## config.mk

```make
export PLATFORM = sky130hd
export DESIGN_NAME = kp_readback
export DESIGN_NICKNAME = d
export VERILOG_FILES = /design/src/rtl/kp_pkg.sv /design/src/rtl/kp_sample.sv /design/src/rtl/kp_line_decode.sv /design/src/rtl/kp_pulldown.sv /design/src/rtl/kp_readback.sv
export SDC_FILE = /design/constraint.sdc
export NUM_CORES = 1
export LEC_CHECK = 0
export CAP_MARGIN = 30
export CORE_AREA = 2 2 136 138
export DETAILED_ROUTE_END_ITERATION = 8
export DIE_AREA = 0 0 138 140
export DONT_BUFFER_PORTS = 1
export PLACE_DENSITY_LB_ADDON = 0.2
export SYNTH_ARGS = -nofsm -noshare
export SYNTH_HDL_FRONTEND = slang
export SYNTH_HIERARCHICAL = 1
export SYNTH_SLANG_ARGS = --single-unit
```

## constraint.sdc

```tcl
create_clock -name clk -period 3 [get_ports clk]
set_clock_uncertainty 0.1 [all_clocks]
set_input_delay 0.45 -clock clk [delete_from_list [all_inputs] [get_ports clk]]
set_output_delay 0.45 -clock clk [all_outputs]
set_load 0.005 [all_outputs]
```

## src/rtl/kp_pkg.sv

```systemverilog
package kp_pkg;
  localparam int MODE_W = 2;

  typedef enum logic [MODE_W-1:0] {
    LINE_IN  = 2'b00,
    LINE_OUT = 2'b01,
    LINE_IRQ = 2'b10,
    LINE_RSV = 2'b11
  } line_mode_e;

  // Only the output code lets a line assert its written level.
  function automatic logic mode_drives(input logic [MODE_W-1:0] field);
    return line_mode_e'(field) == LINE_OUT;
  endfunction
endpackage

```

## src/rtl/kp_sample.sv

```systemverilog
module kp_sample #(
  parameter int CFG_W  = 32,
  parameter int DATA_W = 16,
  parameter int KEY_W  = 64
) (
  input  logic              clk,
  input  logic              rst_n,
  input  logic              hold,
  input  logic [CFG_W-1:0]  cfg_d,
  input  logic [DATA_W-1:0] wd_d,
  input  logic [KEY_W-1:0]  key_d,
  output logic [CFG_W-1:0]  cfg_q,
  output logic [DATA_W-1:0] wd_q,
  output logic [KEY_W-1:0]  key_q
);
  always_ff @(posedge clk or negedge rst_n) begin
    if (!rst_n) begin
      cfg_q <= '0;
      wd_q  <= '0;
      key_q <= '0;
    end else if (!hold) begin
      cfg_q <= cfg_d;
      wd_q  <= wd_d;
      key_q <= key_d;
    end
  end
endmodule

```

## src/rtl/kp_line_decode.sv

```systemverilog
module kp_line_decode
  import kp_pkg::*;
#(
  parameter int NUM_LINES = 16,
  localparam int CFG_W    = MODE_W * NUM_LINES
) (
  input  logic [CFG_W-1:0]     cfg,
  output logic [NUM_LINES-1:0] drive
);
  for (genvar i = 0; i < NUM_LINES; i++) begin : g_line
    assign drive[i] = mode_drives(cfg[i*MODE_W +: MODE_W]);
  end
endmodule

```

## src/rtl/kp_pulldown.sv

```systemverilog
module kp_pulldown #(
  parameter int NUM_COLS = 8,
  parameter int NUM_ROWS = 8,
  localparam int KEY_W   = NUM_COLS * NUM_ROWS
) (
  input  logic [KEY_W-1:0]    key,
  input  logic [NUM_COLS-1:0] col_low,
  input  logic [NUM_ROWS-1:0] row_low,
  output logic [NUM_COLS-1:0] col_pull,
  output logic [NUM_ROWS-1:0] row_pull
);
  // Transposed view: one column mask per row.
  logic [NUM_ROWS-1:0][NUM_COLS-1:0] key_by_row;

  for (genvar r = 0; r < NUM_ROWS; r++) begin : g_tr_row
    for (genvar c = 0; c < NUM_COLS; c++) begin : g_tr_col
      assign key_by_row[r][c] = key[c*NUM_ROWS + r];
    end
    assign row_pull[r] = |(col_low & key_by_row[r]);
  end

  for (genvar c = 0; c < NUM_COLS; c++) begin : g_col
    assign col_pull[c] = |(row_low & key[c*NUM_ROWS +: NUM_ROWS]);
  end
endmodule

```

## src/rtl/kp_readback.sv

```systemverilog
module kp_readback
  import kp_pkg::*;
#(
  parameter int NUM_COLS = 8,
  parameter int NUM_ROWS = 8,
  localparam int DATA_W  = NUM_ROWS + NUM_COLS,
  localparam int CFG_W   = MODE_W * DATA_W,
  localparam int KEY_W   = NUM_COLS * NUM_ROWS
) (
  input  logic              clk,
  input  logic              rst_n,
  input  logic [CFG_W-1:0]  cfg_in,
  input  logic [DATA_W-1:0] wdata_in,
  input  logic [KEY_W-1:0]  keys_in,
  input  logic              req_valid,
  input  logic              rsp_ready,
  output logic              rsp_valid,
  output logic [DATA_W-1:0] rsp_data
);
  logic              stall;
  logic [CFG_W-1:0]  cfg_q;
  logic [DATA_W-1:0] wd_q;
  logic [KEY_W-1:0]  key_q;
  logic [DATA_W-1:0] drive;
  logic [NUM_ROWS-1:0] row_drv, row_drv_eff, row_low, row_pull;
  logic [NUM_COLS-1:0] col_drv, col_low, col_pull;
  logic row0_unused;

  assign rsp_valid = req_valid;
  assign stall     = req_valid & ~rsp_ready;

  kp_sample #(.CFG_W(CFG_W), .DATA_W(DATA_W), .KEY_W(KEY_W)) u_sample (
    .clk   (clk),
    .rst_n (rst_n),
    .hold  (stall),
    .cfg_d (cfg_in),
    .wd_d  (wdata_in),
    .key_d (keys_in),
    .cfg_q (cfg_q),
    .wd_q  (wd_q),
    .key_q (key_q)
  );

  kp_line_decode #(.NUM_LINES(DATA_W)) u_decode (
    .cfg   (cfg_q),
    .drive (drive)
  );

  assign row_drv     = drive[NUM_ROWS-1:0];
  assign col_drv     = drive[DATA_W-1:NUM_ROWS];
  // Line 0 is a plain pin: it never acts as a scan row.
  assign row_drv_eff = {row_drv[NUM_ROWS-1:1], 1'b0};
  assign row_low     = row_drv_eff & ~wd_q[NUM_ROWS-1:0];
  assign col_low     = col_drv & ~wd_q[DATA_W-1:NUM_ROWS];

  kp_pulldown #(.NUM_COLS(NUM_COLS), .NUM_ROWS(NUM_ROWS)) u_pull (
    .key      (key_q),
    .col_low  (col_low),
    .row_low  (row_low),
    .col_pull (col_pull),
    .row_pull (row_pull)
  );

  assign rsp_data[0] = wd_q[0];
  assign row0_unused = row_drv[0] ^ row_pull[0];

  // Rows resolve last: a driven row shows its own level unconditionally.
  for (genvar r = 1; r < NUM_ROWS; r++) begin : g_row
    assign rsp_data[r] = row_drv[r] ? wd_q[r] : ~row_pull[r];
  end

  // Columns can still be pulled low by a row driven low.
  for (genvar c = 0; c < NUM_COLS; c++) begin : g_col
    assign rsp_data[NUM_ROWS+c] =
      (col_drv[c] ? wd_q[NUM_ROWS+c] : 1'b1) & ~col_pull[c];
  end
endmodule

```

# Yosys cells after proc, flatten, opt, wreduce, memory -nomap -nowiden

Index checks and enable logic that the tools add are counted.

Register bits: 112
Bits of input ports: 116
Output and inout port bits: 17
Word-level logic and storage cells: 92

Eq/ne operators: 15
Multiplexer cells: 15
Bitwise gates (word level): 44
Reductions and logical operators: 15

Operator list:

| cell               | number |
|---|---|
| $and 8x8->8        | 17 |
| $reduce_or 8->1    | 15 |
| $eq 2x1->1 const B | 15 |
| $not 1->1          | 16 |
| $not 8->8          | 2 |
| $mux 1             | 15 |
| $and 1x1->1        | 9 |

# Logic depth before layout (Yosys ltp)

Gate-level depths: netlist of run 1.

Word-level depth: 6
Gate-level depth with buffers: 6
Depth with buffers taken out: 5

# Modules after synthesis

The synthesis of run 1 kept the hierarchy.

By module, submodules not included:

| module         | instances | cells an instance | area an instance (µm²) | seq. area each (µm²) |
|---|---|---|---|---|
| kp_sample      | 1         | 236               | 4176.5                 | 2802.7 |
| kp_pulldown    | 1         | 96                | 732.0                  | 0.0 |
| kp_readback    | 1         | 40                | 341.6                  | 0.0 |
| kp_line_decode | 1         | 16                | 220.2                  | 0.0 |

# Worst setup path before layout of run 1

No wires, ideal clock.

Kind: register to output
Start point: register u_sample.cfg_q[22]
End point: output port rsp_data[1]
Arrival time: 1.151 ns
Data required time: 2.450 ns
Slack: 1.299 ns
Cell stages (with the launch flop): 7
Path buffers: 1
Cells stage by stage: dfrtp_1 > nor2b_4 > nor2b_4 > buf_2 > a22oi_1 > nand4_1 > a21oi_2

Word-level cells in the longest chain between the ends: 6

RTL lines:

| element                | line              | source |
|---|---|---|
| start, declared        | kp_sample.sv:12   | `output logic [CFG_W-1:0] cfg_q,` |
| start signal, assigned | kp_sample.sv:22   | `cfg_q <= cfg_d;` |
| $eq 2x1->1             | kp_pkg.sv:13      | `return line_mode_e'(field) == LINE_OUT;` |
| named net drive[11]    | kp_readback.sv:24 | `logic [DATA_W-1:0] drive;` |
| $and 8x8->8            | kp_readback.sv:54 | `assign col_low = col_drv & ~wd_q[DATA_W-1:NUM_ROWS];` |
| named net col_low[3]   | kp_readback.sv:26 | `logic [NUM_COLS-1:0] col_drv, col_low, col_pull;` |
| $and 8x8->8            | kp_pulldown.sv:19 | `assign row_pull[r] = \|(col_low & key_by_row[r]);` |
| $reduce_or 8->1        | kp_pulldown.sv:19 |  |
| named net row_pull[1]  | kp_readback.sv:25 | `logic [NUM_ROWS-1:0] row_drv, row_drv_eff, row_low, row_pull;` |
| $not 1->1              | kp_readback.sv:69 | `assign rsp_data[r] = row_drv[r] ? wd_q[r] : ~row_pull[r];` |
| $mux 1                 | kp_readback.sv:69 |  |
| end, declared          | kp_readback.sv:18 | `output logic [DATA_W-1:0] rsp_data` |

The timed path passes the listed nets, and every way through them passes these cells.

# Worst setup path in the final report of run 1

Start point: register u_sample.cfg_q[16]
End point: output port rsp_data[4]

The elaborated chain is that of the path after synthesis.

==> summary.md, run 1 <==
| Metric | Value |
|---|---|
| 1st-pass router iterations | 6 |
| CTS tree | built |
| WS Path Type | flip-flop to output port |
| Outcome | finished with violations |
| Post-Syn Area | ~5300 sq um |
| Syn avg cell area | between 10 and 15 sq um |
| Reg2reg start | u_sample/key_q[33] |
| Area growth, synth to finish | 7.31% |
| Die width | between 100 and 150 microns |
| Hpwl dp | between 9 and 10 mm |
| Hold Violations, Final | between 100 and 150 |
| Setup Slack @ Placement | 1030 ps |
| Reg-to-Reg End | u_sample/key_q[33] |
| Final setup margin | approximately 700 ps |
| Share of post-route cells with drive strength above 1 | 45.6% |
| Post-DRT Antenna Nets | 0 |
| Worst min-delay path class | input port to asynchronous set/reset pin |
| Initial antenna violation count | 3 |
| Hold slack final | -318 ps |
| Clock Latency Late Sink | about 350 ps |
| CTS root buf | clkbuf_16 |
| PwrDens | 607 nW/um^2 |
| IO Port Bufs | 0 |
| Drt via density | 5.13 |
| Setup violations, final | 0 |
| Lkg Pwr | 2.21 nW |
| Max_slew headroom | between 60% and 70% |
| # DRC | 0 |
| Tcrit/Tclk final | about 77% |
| Global-route wire length before repair | between 20 and 25 mm |
| Synthesized instance count | ~380 |
| Fin crit period | roughly 2300 ps |
| Failing checks | negative hold slack |
| Crit. End Element | output port |
| Worst-path fanout max | 8 |
| Clock Sinks | 110 |
| Die ar. | 19,300 sq um |
| Maxcap violations | 0 |
| Clk buf depth | 2 |
| Syn Nets | between 400 and 500 |
| Nets | roughly 480 |
| Die outline height | between 100 and 150 microns |
| Starting Density | a little under a third |
| Placed insts | about 580 |
| Layout Cells excl Fill | between 500 and 600 |
| Final-layout fill cell count | 1,783 |
| Worst Reg2Reg Path Length in Cells | 1 |
| Critical Path RT | 2450 ps |
| Total of warnings raised by yosys | 6 |
| IO Pins | between 100 and 150 |
| GRT Overall Usage | ~14% |
| Clock Pin Slew Worst Setup and Hold Paths | around 70 ps |
| Routability congestion estimate | around 0.8 |
| Wirelength per Cell | 22.6 microns |
| Initial DRC count | around 100 |
| Setup TNS | 0 ps |
| Congestion Overflow GR | 0 |
| CTS HTree Levels | 3 |
| Critical Path AT | roughly 1800 ps |
| Final slew viol count | 0 |
| VDD IR max | 0.000261 V |
| Via Count | a little over 3,000 |
| Vias in the first global route | 3,248 |
| Largest net degree at the start of global routing | about 110 |
| Final wirelength | roughly 13 mm |
| Worst Max-Slew Pin Slew | a little under 600 ps |
| Unrepaired setup endpoints after global routing | false |
| Row cnt | 49 |
| Core area | roughly 18,000 sq um |
| N_diodes | 0 |
| CTS Buf Count | 9 |
| Max Clk Rate | around 0.43 GHz |
| Critical Path Start Type | flip-flop |
| Worst reg-to-reg setup slack | 2070 ps |
worst max-delay path, stage by stage, from the launching register on:
cell and delay, ps:
dfrtp_1 380, nor2b_4 120, nor2b_4 150, a22oi_1 330
nand4_1 230, a21oi_2 210
routing by layer:
| metal | share of wire [%] | up-vias | track usage [%] |
|---|---|---|---|
| met1 | 45 | 1563 | 18.0 |
| met3 | 6.9 | 20 | 5.23 |
| li1 | - | 1357 | - |
| met2 | 47 | 109 | 22.5 |
| met4 | 1.5 | 6 | 4.46 |
| met5 | 0.30 | - | 0 |
timing repair:
action | CTS | global route
setup buffers | 0 | 0
endpoints found under the hold margin | 110 | 110
setup endpoints to repair | 0 | 0
gates resized for setup | 0 | 0
flip-flops by register name (all words and copies together), names as in the netlist:
signal and count:
u_sample/wd_q 16, u_sample/key_q 64, u_sample/cfg_q 30
per-stage QoR:
stage	utilization [%]	power, mW	instance area (sq um)
2_1_floorplan	-	2.09	5340
3_3_place_gp	30.4	2.17	5400
3_5_place_dp	30.4	2.18	5400
4_1_cts	32.2	3.54	5730
5_1_grt	32.2	3.65	5730
6_report	32.2	3.48	5730
power breakdown:
group	total, mW	switching, mW	internal, mW	leakage (nW)
registers	1.72	0.108	1.61	1.28
clock network	1.34	0.576	0.761	0.153
logic	0.429	0.197	0.231	0.778
cells in the final DEF, fill, tap and decap left out:
cell and instances:
mux2_2 110, dfrtp_1 110, a22oi_1 58, nor2b_4 31, nand4_1 15, clkbuf_16 9
nor2_1 8, inv_1 7, a21oi_2 7, clkinvlp_4 3, bufinv_16 2, a22oi_2 2
clkbuf_8 1, inv_8 1, conb_1 1, buf_12 1
layout make-up:
type | instances | area (sq um) | area share, %
clock buffer | 10 | 239 | 4.17
clock inverter | 6 | 93.8 | 1.64
inverter | 7 | 26.3 | 0.458
multi-input combinational | 232 | 2310 | 40.4
sequential | 110 | 2750 | 48.0
tap | 229 | 287 | 5.00
timing repair buffer | 1 | 20.0 | 0.349
how the worst max path moves through the flow:
stage	startpoint	end	slack, ps	cells past startpoint
6_report	u_sample/cfg_q[16]	rsp_data[4]	680	5
5_1_grt	u_sample/cfg_q[16]	rsp_data[4]	560	5
4_1_cts	u_sample/cfg_q[16]	rsp_data[4]	630	5
3_5_place_dp	u_sample/cfg_q[16]	rsp_data[4]	1030	5
3_3_place_gp	u_sample/cfg_q[16]	rsp_data[4]	1060	5
2_1_floorplan	u_sample/cfg_q[22]	rsp_data[1]	1310	6
Note: power is estimated with default switching activity, not from simulation.
==> run 2, diff against run 1 <==
==> constraint.sdc (replaced) <==
create_clock -name clk -period 2.4 [get_ports clk]
set_clock_uncertainty 0.1 [all_clocks]
set_input_delay 0.36 -clock clk [delete_from_list [all_inputs] [get_ports clk]]
set_output_delay 0.36 -clock clk [all_outputs]
set_load 0.005 [all_outputs]
==> summary.md, run 2 (same netlist as run 1, synthesis figures left out) <==
| Metric | Value |
|---|---|
| Lkg Pwr | between 2 and 2.5 nW |
| Initial DRC count | 121 |
| Setup TNS | 0 ps |
| Starting Density | between 30% and 40% |
| IO Pins | around 130 |
| Die ar. | just under 20,000 sq um |
| Reg2reg start | u_sample/key_q[59] |
| Vias in the first global route | roughly 3,300 |
| Final wirelength | between 10 and 15 mm |
| Hpwl dp | 10.2 mm |
| Crit path from | u_sample/cfg_q[16] |
| CTS tree | built |
| Global-route wire length before repair | between 20 and 25 mm |
| Clock Latency Late Sink | about 350 ps |
| Hold Violations, Final | 110 |
| # resized after CTS | 0 |
| Critical Path RT | between 1500 and 2000 ps |
| Worst min-delay path class | input port to asynchronous set/reset pin |
| VDD IR max | around 0.00036 V |
| Failing checks | negative hold slack |
| Fin crit period | ~2200 ps |
| Worst-path fanout max | 8 |
| Critical Path AT | 1770 ps |
| Initial antenna violation count | 5 |
| Congestion Overflow GR | 0 |
| Wirelength per Cell | ~23 microns |
| Area growth, synth to finish | 7.26% |
| 1st-pass router iterations | 4 |
| Utilization after layout | between 30 and 40% |
| Max Clk Rate | approximately 0.45 GHz |
| Unrepaired setup endpoints after global routing | false |
| CTS Buf Count | 9 |
| CTS HTree Levels | 3 |
| Die outline height | 140 microns |
| Setup violations, final | 0 |
| Top reg by flops | u_sample/key_q |
| Clk buf depth | 2 |
| PwrDens | approximately 740 nW/um^2 |
| Largest registers | u_sample/key_q (64), u_sample/cfg_q (30), u_sample/wd_q (16) |
| Share of post-route cells with drive strength above 1 | 45.7% |
| WS Path Type | flip-flop to output port |
| Core area | ~18,000 sq um |
| Final-layout fill cell count | ~1,800 |
| Largest net degree at the start of global routing | 111 |
| Tcrit/Tclk final | between 90% and 100% |
| IO Port Bufs | 0 |
| Hold slack final | -402 ps |
| Maxcap violations | 0 |
| Commonest non-fill, non-tap cells in the layout | 110 x mux2_2, 110 x dfrtp_1, 58 x a22oi_1, 31 x nor2b_4, 15 x nand4_1 |
| Drt via density | just over 5 |
| Worst Reg2Reg Path Length in Cells | 1 |
| Clock Sinks | 110 |
| Row cnt | around 50 |
| Clock Pin Slew Worst Setup and Hold Paths | ~70 ps |
| Post-DRT Antenna Nets | 0 |
| Number of flip-flops in the largest register | 64 |
| Critical Path Start Type | flip-flop |
| # DRC | 0 |
| Crit. End Element | output port |
| CTS root buf | clkbuf_16 |
| Post-CTS Setup Bufs | 0 |
| Nets | between 400 and 500 |
| Outcome | finished with violations |
| Via Count | 3,083 |
| Routability congestion estimate | around 0.78 |
| Final slew viol count | 0 |
| GRT Overall Usage | ~14% |
| Die width | between 100 and 150 microns |
run 2: report_power, final:
part           switching, mW  internal [mW]
Sequential             0.134           2.01
Clock                  0.710          0.821
Combinational          0.251          0.293
run 2: final timing paths:
path / slack (ps) / to
worst max-delay path: 170 / rsp_data[4]
max in group asynchronous: 2360 / u_sample/wd_q[4]
worst min-delay path: -400 / u_sample/cfg_q[28]
worst min register to register: 410 / u_sample/cfg_q[22]
worst max register to register: 1490 / u_sample/key_q[59]
min in group clk: 50 / u_sample/key_q[19]
run 2: worst max-delay path: stages (launching register included):
cell and delay, ps:
dfrtp_1 380, nor2b_4 120, nor2b_4 150, a22oi_1 310
nand4_1 240, a21oi_2 220
run 2: cell type report:
type / instances / area [sq um] / share of cell area, %
Antenna cell: 2 / 5.00 / 0.0873
Clock buffer: 10 / 229 / 4.00
Clock inverter: 6 / 68.8 / 1.20
Inverter: 7 / 26.3 / 0.459
Multi-Input combinational cell: 232 / 2310 / 40.4
Sequential cell: 110 / 2750 / 48.0
Tap cell: 229 / 287 / 5.00
Timing Repair Buffer: 3 / 47.5 / 0.830
run 2: per-stage QoR:
| stage | instance area, sq um | setup slack [ps] | total power, mW | instances | hold WS [ps] |
|---|---|---|---|---|---|
| 2_1_floorplan | 5340 | 800 | 2.61 | 378 | -35.6 |
| 3_3_place_gp | 5430 | 553 | 2.72 | 581 | -31.7 |
| 3_5_place_dp | 5430 | 516 | 2.73 | 581 | -32.7 |
| 4_1_cts | 5730 | 113 | 4.31 | 597 | -425 |
| 5_1_grt | 5730 | 35.1 | 4.44 | 597 | -423 |
| 6_report | 5730 | 173 | 4.22 | 599 | -402 |
run 2: layer usage:
metal | vias to the layer above | global-route usage, % | share of wire, %
li1 | 1362 | - | -
met1 | 1579 | 18.5 | 44
met2 | 107 | 21.9 | 46
met3 | 27 | 5.23 | 7.3
met4 | 8 | 6.50 | 2.3
met5 | - | 0 | 0.41
==> run 3, diff against run 2 <==
--- a/config.mk
+++ b/config.mk
@@ -10,7 +10,7 @@
 export DETAILED_ROUTE_END_ITERATION = 8
 export DIE_AREA = 0 0 138 140
 export DONT_BUFFER_PORTS = 1
-export PLACE_DENSITY_LB_ADDON = 0.2
+export PLACE_DENSITY = 0.43
 export SYNTH_ARGS = -nofsm -noshare
 export SYNTH_HDL_FRONTEND = slang
 export SYNTH_HIERARCHICAL = 1
==> summary.md, run 3 (same netlist as run 1, synthesis figures left out) <==
| Metric | Value |
|---|---|
| # resized after CTS | 0 |
| PwrDens | slightly above 700 nW/um^2 |
| Vias in the first global route | between 3,000 and 4,000 |
| Worst-path fanout max | 8 |
| Hold slack final | -396 ps |
| Max_slew headroom | 57.7% |
| CTS Buf Count | 9 |
| Critical Path RT | 1940 ps |
| Critical Path AT | 1810 ps |
| Clock Latency Late Sink | between 300 and 400 ps |
| Area growth, synth to finish | 6.42% |
| Commonest non-fill, non-tap cells in the layout | 110 x mux2_2, 110 x dfrtp_1, 58 x a22oi_1, 31 x nor2b_4, 15 x nand4_1 |
| GRT Overall Usage | 14.4% |
| Largest registers | u_sample/key_q (64), u_sample/cfg_q (30), u_sample/wd_q (16) |
| Wirelength per Cell | 22.9 microns |
| Unrepaired setup endpoints after global routing | false |
| Starting Density | approximately 30% |
| Tcrit/Tclk final | 94.7% |
| Nets | ~480 |
| Worst Max-Slew Pin Slew | ~630 ps |
| VDD IR max | around 0.00037 V |
| Via Count | between 3,000 and 4,000 |
| Critical Path Start Type | flip-flop |
| Setup TNS | 0 ps |
| 1st-pass router iterations | 5 |
| Setup violations, final | 0 |
| CTS HTree Levels | 3 |
| IO Pins | around 130 |
| Initial DRC count | 182 |
| Die width | about 140 microns |
| Die ar. | 19,300 sq um |
| Max Clk Rate | between 0.4 and 0.5 GHz |
| Post-CTS Setup Bufs | 0 |
| Final wirelength | 13.7 mm |
| CTS tree | built |
| Core area | about 18,000 sq um |
| Crit. End Element | output port |
| Row cnt | just under 50 |
| WS Path Type | flip-flop to output port |
| Share of post-route cells with drive strength above 1 | 44.8% |
| Number of flip-flops in the largest register | 64 |
| Maxcap violations | 0 |
| Congestion Overflow GR | 0 |
| Clock Sinks | 110 |
| Top reg by flops | u_sample/key_q |
| Clock Pin Slew Worst Setup and Hold Paths | around 80 ps |
| Total power | 4.13 mW |
| # DRC | 0 |
| Largest net degree at the start of global routing | 111 |
| Outcome | finished with violations |
| Drt via density | about 5.2 |
| IO Port Bufs | 0 |
| CTS root buf | clkbuf_16 |
| Hpwl dp | 9.81 mm |
| Die outline height | 140 microns |
| Initial antenna violation count | 5 |
| Lkg Pwr | 2.19 nW |
| Worst min-delay path class | input port to asynchronous set/reset pin |
| Clk buf depth | 2 |
| Final slew viol count | 0 |
| Failing checks | negative hold slack |
| Fin crit period | between 2000 and 2500 ps |
| Hold Violations, Final | 110 |
| Routability congestion estimate | 0.813 |
| Post-DRT Antenna Nets | 0 |
| Global-route wire length before repair | slightly above 20 mm |
## run 3: critical path: stages (launching register included)
cell and delay, ps:
dfrtp_1 380, nor2b_4 120, nor2b_4 150, a22oi_1 300, nand4_1 270, a21oi_2 240
## run 3: path summary, 6_finish.rpt
kind | from | endpoint | slack (ps) | cells after the start
hold / removal | rst_n | u_sample/key_q[40] | -400 | 0
max in group asynchronous | rst_n | u_sample/wd_q[8] | 2440 | 0
setup reg to reg | u_sample/key_q[2] | u_sample/key_q[2] | 1490 | 1
setup / recovery | u_sample/cfg_q[28] | rsp_data[3] | 130 | 5
hold reg to reg | u_sample/cfg_q[18] | u_sample/cfg_q[18] | 410 | 1
min in group clk | cfg_in[15] | u_sample/cfg_q[15] | 50 | 1
## run 3: report_power, final
part	internal [mW]	leakage [nW]	switching, mW
Combinational	0.289	0.778	0.260
Sequential	2.01	1.28	0.129
Clock	0.766	0.133	0.677
Total	3.07	2.19	1.07
## run 3: final cells by class
class | instances | area (sq um)
Antenna cell | 2 | 5.00
Clock buffer | 14 | 264
Clock inverter | 2 | 16.3
Fill cell | 1798 | 12100
Inverter | 7 | 26.3
Multi-Input combinational cell | 232 | 2310
Sequential cell | 110 | 2750
Tap cell | 229 | 287
Timing Repair Buffer | 1 | 20.0
## run 3: per-layer routing
layer	vias up	GRT usage (%)	wire, microns
met4	6	3.54	148
li1	1359	-	-
met2	109	22.4	6250
met1	1603	19.1	6270
met3	19	5.33	948
met5	-	0	41
## run 3: through the flow
step | util, % | hold WS, ps | area (sq um) | instances | setup slack (ps)
after floorplan | - | -35.6 | 5340 | 378 | 800
after global placement | 30.4 | -29.9 | 5400 | 579 | 527
after detailed placement | 30.4 | -29.3 | 5400 | 579 | 508
after CTS | 31.9 | -417 | 5680 | 595 | 116
after global routing | 32.0 | -421 | 5680 | 596 | 11.7
final | 32.0 | -396 | 5690 | 597 | 127
